[src/rtl/psram_pkg.sv]
`timescale 1ns/1ps
package psram_pkg;

  localparam int WORD_W = 16;
  localparam int CFG_W  = 6;

  typedef enum logic [1:0] {
    ST_IDLE,
    ST_LAT,
    ST_XFER,
    ST_STALL
  } burst_st_e;

  // Packed so that [5:4] is the length select and [3:0] the latency.
  typedef struct packed {
    logic [1:0] len_sel;
    logic [3:0] lat;
  } burst_cfg_t;

  localparam burst_cfg_t CFG_RESET = '{len_sel: 2'd0, lat: 4'd3};

  function automatic logic [4:0] beats_of(input logic [1:0] sel);
    case (sel)
      2'd0:    beats_of = 5'd4;
      2'd1:    beats_of = 5'd8;
      default: beats_of = 5'd16;
    endcase
  endfunction

endpackage

[src/rtl/psram_rst_sync.sv]
`timescale 1ns/1ps
module psram_rst_sync (
  input  logic clk,
  input  logic rst_n,
  output logic rst_sync_n
);

  logic [1:0] sync_q;

  always_ff @(posedge clk or negedge rst_n) begin
    if (!rst_n) sync_q <= 2'b00;
    else        sync_q <= {sync_q[0], 1'b1};
  end

  assign rst_sync_n = sync_q[1];

endmodule

[src/rtl/psram_cfg_reg.sv]
`timescale 1ns/1ps
module psram_cfg_reg
  import psram_pkg::*;
(
  input  logic             clk,
  input  logic             rst_n,
  input  logic             load,
  input  logic [CFG_W-1:0] load_val,
  output burst_cfg_t       cfg
);

  burst_cfg_t cfg_d, cfg_q;

  always_comb begin
    cfg_d = cfg_q;
    if (load) cfg_d = burst_cfg_t'(load_val);
  end

  always_ff @(posedge clk or negedge rst_n) begin
    if (!rst_n) cfg_q <= CFG_RESET;
    else        cfg_q <= cfg_d;
  end

  assign cfg = cfg_q;

endmodule

[src/rtl/psram_word_array.sv]
`timescale 1ns/1ps
module psram_word_array
  import psram_pkg::*;
#(
  parameter int AW = 6
) (
  input  logic              clk,
  input  logic              wr_en,
  input  logic [1:0]        byte_en,
  input  logic [AW-1:0]     waddr,
  input  logic [WORD_W-1:0] wdata,
  input  logic [AW-1:0]     raddr,
  output logic [WORD_W-1:0] rdata
);

  localparam int DEPTH = 1 << AW;
  localparam int LANES = WORD_W / 8;

  for (genvar g = 0; g < LANES; g++) begin : g_lane
    logic [7:0] lane_q [DEPTH];

    always_ff @(posedge clk) begin
      if (wr_en && byte_en[g]) lane_q[waddr] <= wdata[8*g +: 8];
    end

    assign rdata[8*g +: 8] = lane_q[raddr];
  end

endmodule

[src/rtl/psram_burst_ctrl.sv]
`timescale 1ns/1ps
module psram_burst_ctrl
  import psram_pkg::*;
#(
  parameter int AW        = 6,
  parameter int ROW_BITS  = 4,
  parameter int STALL_CYC = 2
) (
  input  logic          clk,
  input  logic          rst_n,
  input  logic          clk_en,
  input  logic          ce_n,
  input  logic          adv_n,
  input  logic          we_n,
  input  logic          oe_n,
  input  logic [AW-1:0] addr_in,
  input  burst_cfg_t    cfg,
  output logic [AW-1:0] word_addr,
  output logic          wr_en,
  output logic          wait_o,
  output logic          dq_oe
);

  localparam logic [3:0] STALL_LD = 4'(STALL_CYC);

  burst_st_e     st_d, st_q;
  logic [AW-1:0] addr_d, addr_q;
  logic [3:0]    tmr_d, tmr_q;
  logic [4:0]    cnt_d, cnt_q;
  logic [4:0]    len_d, len_q;
  logic          cont_d, cont_q;
  logic          rd_d, rd_q;
  logic          last_beat;
  logic          row_end;

  assign last_beat = !cont_q && (cnt_q == len_q - 5'd1);
  assign row_end   = &addr_q[ROW_BITS-1:0];

  always_comb begin
    st_d   = st_q;
    addr_d = addr_q;
    tmr_d  = tmr_q;
    cnt_d  = cnt_q;
    len_d  = len_q;
    cont_d = cont_q;
    rd_d   = rd_q;
    if (ce_n) begin
      st_d = ST_IDLE;
    end else begin
      unique case (st_q)
        ST_IDLE: begin
          if (!adv_n) begin
            st_d   = ST_LAT;
            addr_d = addr_in;
            rd_d   = we_n;
            tmr_d  = (cfg.lat == 4'd0) ? 4'd1 : cfg.lat;
            cnt_d  = 5'd0;
            len_d  = beats_of(cfg.len_sel);
            cont_d = &cfg.len_sel;
          end
        end
        ST_LAT, ST_STALL: begin
          if (tmr_q == 4'd1) st_d = ST_XFER;
          else               tmr_d = tmr_q - 4'd1;
        end
        ST_XFER: begin
          if (last_beat) begin
            st_d = ST_IDLE;
          end else begin
            addr_d = addr_q + AW'(1);
            cnt_d  = cnt_q + 5'd1;
            if (row_end) begin
              st_d  = ST_STALL;
              tmr_d = STALL_LD;
            end
          end
        end
        default: st_d = ST_IDLE;
      endcase
    end
  end

  always_ff @(posedge clk or negedge rst_n) begin
    if (!rst_n) begin
      st_q   <= ST_IDLE;
      addr_q <= '0;
      tmr_q  <= 4'd0;
      cnt_q  <= 5'd0;
      len_q  <= 5'd4;
      cont_q <= 1'b0;
      rd_q   <= 1'b1;
    end else if (clk_en) begin
      st_q   <= st_d;
      addr_q <= addr_d;
      tmr_q  <= tmr_d;
      cnt_q  <= cnt_d;
      len_q  <= len_d;
      cont_q <= cont_d;
      rd_q   <= rd_d;
    end
  end

  assign word_addr = addr_q;
  assign wr_en     = clk_en && !ce_n && (st_q == ST_XFER) && !rd_q;
  assign wait_o    = (st_q == ST_LAT) || (st_q == ST_STALL);
  assign dq_oe     = (st_q == ST_XFER) && rd_q && !ce_n && !oe_n;

  assert_start_raises_wait_R2: assert property (@(posedge clk) disable iff (!rst_n)
    (clk_en && !ce_n && !adv_n && st_q == ST_IDLE) |=> wait_o);

  assert_ce_ends_burst_R8: assert property (@(posedge clk) disable iff (!rst_n)
    (clk_en && ce_n) |=> (!wait_o && !dq_oe));

  assert_gated_hold_R6: assert property (@(posedge clk) disable iff (!rst_n)
    (!clk_en) |=> ($stable(st_q) && $stable(addr_q) && $stable(tmr_q) && $stable(cnt_q)));

  assert_row_stall_R5: assert property (@(posedge clk) disable iff (!rst_n)
    (clk_en && !ce_n && st_q == ST_XFER && !last_beat && row_end) |=> (wait_o && st_q == ST_STALL));

  assert_fixed_end_R3: assert property (@(posedge clk) disable iff (!rst_n)
    (clk_en && !ce_n && st_q == ST_XFER && last_beat) |=> (st_q == ST_IDLE && !wait_o));

endmodule

[src/rtl/psram_burst_slave.sv]
`timescale 1ns/1ps
module psram_burst_slave
  import psram_pkg::*;
#(
  parameter int AW        = 6,
  parameter int ROW_BITS  = 4,
  parameter int STALL_CYC = 2
) (
  input  logic              clk,
  input  logic              rst_n,
  input  logic              clk_en,
  input  logic              ce_n,
  input  logic              adv_n,
  input  logic              we_n,
  input  logic              oe_n,
  input  logic              lb_n,
  input  logic              ub_n,
  input  logic [AW-1:0]     addr,
  input  logic [WORD_W-1:0] dq_in,
  output logic [WORD_W-1:0] dq_out,
  output logic              dq_oe,
  output logic              wait_o,
  input  logic              cfg_we,
  input  logic [CFG_W-1:0]  cfg_wdata
);

  logic              rst_sync_n;
  burst_cfg_t        cfg;
  logic [AW-1:0]     word_addr;
  logic              wr_en;
  logic [WORD_W-1:0] rdata;

  psram_rst_sync u_rst (
    .clk        (clk),
    .rst_n      (rst_n),
    .rst_sync_n (rst_sync_n)
  );

  psram_cfg_reg u_cfg (
    .clk      (clk),
    .rst_n    (rst_sync_n),
    .load     (cfg_we),
    .load_val (cfg_wdata),
    .cfg      (cfg)
  );

  psram_burst_ctrl #(
    .AW        (AW),
    .ROW_BITS  (ROW_BITS),
    .STALL_CYC (STALL_CYC)
  ) u_ctrl (
    .clk       (clk),
    .rst_n     (rst_sync_n),
    .clk_en    (clk_en),
    .ce_n      (ce_n),
    .adv_n     (adv_n),
    .we_n      (we_n),
    .oe_n      (oe_n),
    .addr_in   (addr),
    .cfg       (cfg),
    .word_addr (word_addr),
    .wr_en     (wr_en),
    .wait_o    (wait_o),
    .dq_oe     (dq_oe)
  );

  psram_word_array #(.AW(AW)) u_mem (
    .clk     (clk),
    .wr_en   (wr_en),
    .byte_en ({~ub_n, ~lb_n}),
    .waddr   (word_addr),
    .wdata   (dq_in),
    .raddr   (word_addr),
    .rdata   (rdata)
  );

  assign dq_out = dq_oe ? rdata : '0;

endmodule

[config.mk]
export PLATFORM = sky130hd
export DESIGN_NAME = psram_burst_slave
export DESIGN_NICKNAME = d
export VERILOG_FILES = /design/src/rtl/psram_pkg.sv /design/src/rtl/psram_rst_sync.sv /design/src/rtl/psram_cfg_reg.sv /design/src/rtl/psram_word_array.sv /design/src/rtl/psram_burst_ctrl.sv /design/src/rtl/psram_burst_slave.sv
export SDC_FILE = /design/constraint.sdc
export NUM_CORES = 1
export LEC_CHECK = 0
export CELL_PAD_IN_SITES_DETAIL_PLACEMENT = 1
export CELL_PAD_IN_SITES_GLOBAL_PLACEMENT = 1
export CORE_UTILIZATION = 29
export CTS_BUF_LIST = sky130_fd_sc_hd__clkbuf_8 sky130_fd_sc_hd__clkbuf_16
export CTS_CLUSTER_SIZE = 16
export DETAILED_ROUTE_END_ITERATION = 6
export PLACE_DENSITY = 0.6
export SLEW_MARGIN = 0
export SYNTH_ARGS = -nofsm -noshare
export SYNTH_HDL_FRONTEND = slang
export SYNTH_SLANG_ARGS = --single-unit
[constraint.sdc]
create_clock -name clk -period 3.13 [get_ports clk]
set_input_delay 0.626 -clock clk [delete_from_list [all_inputs] [get_ports clk]]
set_output_delay 0.626 -clock clk [all_outputs]
set_load 0.02 [all_outputs]
=== Word level (Yosys, flattened, before mapping) ===
Memory sizes are Yosys's and may differ from the RTL's.
Cells that the tools add are included.

* Multiplexer cells: 24
* Add/sub/neg operators: 4
* Div/mod/pow operators: 0
* Magnitude comparators: 0
* Shift-type cells: 0
* Reduce and logical (&&, ||, !) cells: 25
* $mul: 0
* Equal/unequal tests: 13
* Bitwise operators: 4

{| class="wikitable"
|+ Operators by type and width
! operator !! number
|-
| $mux 4 || 5
|-
| $pmux 5 s2 || 2
|-
| $mux 16 || 1
|-
| $mux 6 || 2
|-
| $pmux 4 s3 || 1
|-
| $pmux 6 s2 || 1
|-
| $reduce_and 4->1 || 3
|-
| $mux 2 || 5
|-
| $mux 5 || 2
|-
| $logic_and 1x1->1 || 9
|-
| $add 6x1->6 const B || 1
|-
| $ne 2x2->1 const B || 3
|-
| $pmux 2 s3 || 1
|-
| $reduce_and 6->1 || 1
|-
| $add 5x1->5 const B || 1
|-
| $eq 5x5->1 || 1
|-
| $reduce_and 5->1 || 1
|-
| $sub 5x1->5 const B || 1
|-
| $eq 2x1->1 const B || 2
|-
| $eq 2x2->1 const B || 2
|-
| $eq 4x1->1 const B || 1
|-
| $logic_not 1->1 || 4
|-
| $logic_not 2->1 || 2
|-
| $logic_not 4->1 || 1
|-
| 11 further kinds || 17
|}

* Bits of input ports: 38
* Memories kept: 2
* Bits in writable memories: 1024
* Bits in registers: 32
* Bits in latches: 0
* Memory bits (read-only): 0

{| class="wikitable"
|+ Memories
! memory !! words !! width !! read ports !! clocked after memory_dff !! wr ports !! RTL line !! text
|-
| u_mem.g_lane[0].lane_q || 64 || 8 || 1 || 0 || 1 || psram_word_array.sv:20 || <nowiki>logic [7:0] lane_q [DEPTH];</nowiki>
|-
| u_mem.g_lane[1].lane_q || 64 || 8 || 1 || 0 || 1 || psram_word_array.sv:20 ||
|}

=== Longest topological paths before layout ===
* Depth after elaboration: 7
* Mapped depth: 11

=== Modules after synthesis ===
Synthesis repeated with hierarchy kept, for this count alone.

* Cells, all modules: 2088
* Area, all modules: 41956.5 sq um

{| class="wikitable"
|+ Modules (own cells, without submodules)
! module !! area each (sq um) !! instances !! seq. area each (sq um) !! cells each
|-
| psram_word_array || 40123.5 || 1 || 30749.5 || 1906
|-
| psram_burst_ctrl || 1391.3 || 1 || 553.0 || 147
|-
| psram_cfg_reg || 254.0 || 1 || 152.6 || 13
|-
| psram_burst_slave || 133.9 || 1 || 0.0 || 19
|-
| psram_rst_sync || 53.8 || 1 || 50.0 || 3
|}

=== Least setup slack after synthesis ===
OpenSTA, ideal clock, no wires.

* Path type: reg2out
* Start: register u_ctrl.addr_q[0], in the netlist u_ctrl.word_addr[0]
* End: output port dq_out[11]
* Path buffers: 4
* Data arrival time: 2019 ps
* Cell stages (with the launch flop): 10
* Data required time: 2504 ps
* Setup slack: 485 ps
* Cell sequence: dfrtp_1 -> buf_6 -> buf_4 -> nor2_1 -> buf_2 -> clkbuf_1 -> a22oi_1 -> o211ai_1 -> a21oi_1 -> a31oi_1

* Word-level cells in the longest chain between the ends: 2

{| class="wikitable"
|+ Ends and longest elaborated chain
! what !! RTL line !! text
|-
| from (decl) || psram_burst_ctrl.sv:27 || <nowiki>logic [AW-1:0] addr_d, addr_q;</nowiki>
|-
| from (signal assigned) || psram_burst_ctrl.sv:94 || <nowiki>addr_q <= addr_d;</nowiki>
|-
| $mem_v2 64x8 || - ||
|-
| $mux 16 || psram_burst_slave.sv:77 || <nowiki>assign dq_out = dq_oe ? rdata : '0;</nowiki>
|-
| to (decl) || psram_burst_slave.sv:20 || <nowiki>output logic [WORD_W-1:0] dq_out,</nowiki>
|}

Every way passes these cells.

=== Worst setup path in the final report ===
Same ends and word-level chain as after synthesis.

==> flow_summary.toml <==
[critical_path]
arrival_ns = 3.56
start_kind = "flop"
crit_type = "reg -> out"
worstSetupEndpointType = "primary output"
crit_required_ns = 2.50
critPathMaxFanout = 9

[power]
ir_drop_uv = 499.9
total_power_mw = 47.90
leakage_nw = 18.34
powerDensity_nw_per_um2 = 886.1

[global_route]
grt_max_degree = 65
grt_usage_pct = 19.61
grt_pass1_wl_um = 206000
grt_pass1_vias = 27410
antenna_found_initial = 9
grt_overflow_total = 0
grt_busiest_layer = "met2"
met1_usage_pct = 27.03
met3_usage_pct = 3.536
met2_usage_pct = 30.97

[final_layout]
final_cells = 5007
multi_input_area_sq_um = 10470
drive_gt1_share_pct = 35.48
fin_util_pct = 37.72
area_growth_pct = 29.21
final.fill_count = 14410
seq_area_sq_um = 31520
nets = 3052

[placement]
dp_cells = 4709
routabilityCongestion = 0.8877
port_buffers = 55
place_hpwl_um = 95180
preCtsSetupSlack_ns = -0.7104

[clocking]
cts_sinks = 1054
htreeDepth = 3
clk_pin_slew_ns = 0.06
root_buffer = "clkbuf_16"
numCtsBuffers = 110
clock_latency_ns = 0.73
cts_tree = "yes"
clk_path_buf_depth = 3

[synth]
synth_ff_type = "edfxtp_1"
netlist_area_sq_um = 41840
mappedNetlistNets = 2485
synth_cell_types = 77
syn_inst = 2442
async_flop_share_pct = 2.846
ys_ff_latch = 1054
synth_edf_count = 1024
seq_area_frac_synth_pct = 75.31
syn_area_per_cell_sq_um = 17.13
ys_warn_count = 0

[sta]
finClkSkew_ns = 0.03013
clock.fmax_ghz = 0.2387
rsz0062_at_grt = "yes"
hold_slack_ns = 0.05802
period_needed_ns = 4.190
max_slew_margin_pct = 22.83
hold_viol_final = 0
period_share_pct = 133.9
final_max_slew_viol_count = 0
setup_violations = 16
fin_ws_ns = -1.060
tightestPinTransition_ns = 1.158

[die]
top_level_ports = 56
fp-row-count = 139
core_sq_um = 143300
die_h_um = 381.8
fp.dieW_um = 381.8
initial_core_util_pct = 29.19
die-area_sq_um = 145800

[job]
drv_cap = 0

[detailed_routing]
ant_nets = 0
wirelength_um = 147500
avgRoutedWirePerCell_um = 29.46
drtIter0Drc = 3131
drc = 0
num_vias = 26680
vias_per_cell = 5.328
firstDrtPassIters = 5

[min_path]
worstHoldPathType = "in -> async"

[outcome]
violations = "setup timing"
outcome = "complete, but fails checks"
-- state kept, by name (all words and copies together) (netlist names) --
register	count
u_mem.g_lane.lane_q	1024
u_cfg.cfg	6
u_ctrl.word_addr	6
u_ctrl.cnt_q	5
u_ctrl.tmr_q	4
u_ctrl.len_q	3
u_ctrl.st_q	2
u_rst.sync_q	2
u_ctrl.cont_q	1
u_ctrl.rd_q	1
-- cell type report --
| class | count | area share (%) |
|---|---|---|
| Sequential cell | 1054 | 58.30 |
| Multi-Input combinational cell | 1207 | 19.36 |
| Timing Repair Buffer | 622 | 11.16 |
| Clock buffer | 114 | 5.194 |
| Tap cell | 1903 | 4.405 |
| Clock inverter | 92 | 1.449 |
| Inverter | 14 | 0.1180 |
| Antenna cell | 1 | 0.004629 |
-- cell usage after synthesis (26+ instances only) --
library cell | number | share of area [%]
nor2_1 | 195 | 1.7
mux4_2 | 51 | 2.7
dfrtp_1 | 26 | 1.6
a221oi_1 | 69 | 1.4
mux2_2 | 93 | 2.5
a221o_1 | 29 | 0.69
buf_2 | 65 | 0.78
a31oi_1 | 32 | 0.48
mux2i_1 | 151 | 3.6
a21oi_1 | 100 | 1.2
o22ai_1 | 41 | 0.61
edfxtp_1 | 1024 | 74
nand2_1 | 83 | 0.74
o21ai_0 | 76 | 0.91
a22oi_1 | 63 | 1.1
clkbuf_1 | 49 | 0.44
-- path summary, 6_finish.rpt --
kind,start,endpoint,slack (ns),depth (start not counted)
min reg2reg,u_rst.sync_q[0],u_rst.sync_q[1],0.37,0
max reg2reg,u_ctrl.st_q[0],u_mem.g_lane[1].lane_q[10][4],0.36,9
max,u_ctrl.word_addr[0],dq_out[11],-1.06,12
min,rst_n,u_rst.sync_q[0],0.06,1
max in group asynchronous,u_rst.sync_q[1],u_ctrl.word_addr[2],1.81,0
min in group clk,dq_in[0],u_mem.g_lane[0].lane_q[30][0],0.22,1
-- metal layers --
metal	up-vias	share of wire [%]
li1	11010	-
met3	266	8.4
met1	14100	42
met2	1298	47
met5	-	0.047
met4	10	3.1
-- cells in the final DEF, fill, tap and decap left out, types with 56 or more instances in the layout --
| cell type | instances |
|---|---|
| o21ai_0 | 56 |
| nor2_1 | 188 |
| mux2i_1 | 137 |
| a21oi_1 | 74 |
| nand2_1 | 82 |
| clkbuf_16 | 115 |
| buf_4 | 442 |
| edfxtp_1 | 1024 |
| mux2_2 | 87 |
-- logic make-up after synthesis --
family | after synthesis | synth area share, %
AOI/OAI and AO/OA | 529 | 8.960
xor gates and xnor gates | 6 | 0.1615
adders and majority gates | 5 | 0.1495
buffers and inverters | 181 | 2.369
DFF | 1054 | 75.31
muxes | 302 | 9.265
other | 1 | 0.008964
and+or+nand+nor | 364 | 3.777
-- what timing repair did --
| item | 4_1_cts | 5_1_grt |
|---|---|---|
| cloned | 8 | 5 |
| buffers inserted | 38 | 54 |
| resized for setup | 220 | 159 |
| endpoints found under the setup margin | 17 | 17 |
| hold buffers | 0 | 0 |
| pin swaps | 53 | 80 |
-- where the power goes --
group / internal [mW] / switching, mW
sequential: 15.6 / 0.206
combinational: 8.28 / 10.7
clock: 7.42 / 5.68
-- metrics by stage --
stage | TNS [ns] | cell area, sq um
3_5_place_dp | -7.369 | 47810
6_report | -13.57 | 54060
3_3_place_gp | -6.988 | 47810
4_1_cts | -13.89 | 52850
5_1_grt | -14.53 | 54060
2_1_floorplan | 0 | 41840
-- worst max-delay path, stage by stage (launching register included) --
cell      delay (ns)
dfrtp_4         0.55
buf_4           0.19
buf_12          0.15
nor2_4          0.22
buf_12          0.17
buf_12          0.14
buf_4           0.11
a22oi_1         0.05
o211ai_1        0.62
a21oi_1         0.14
a31oi_1         0.19
buf_4           0.17
buf_6           0.11
Power figures use the tool's default switching activity.
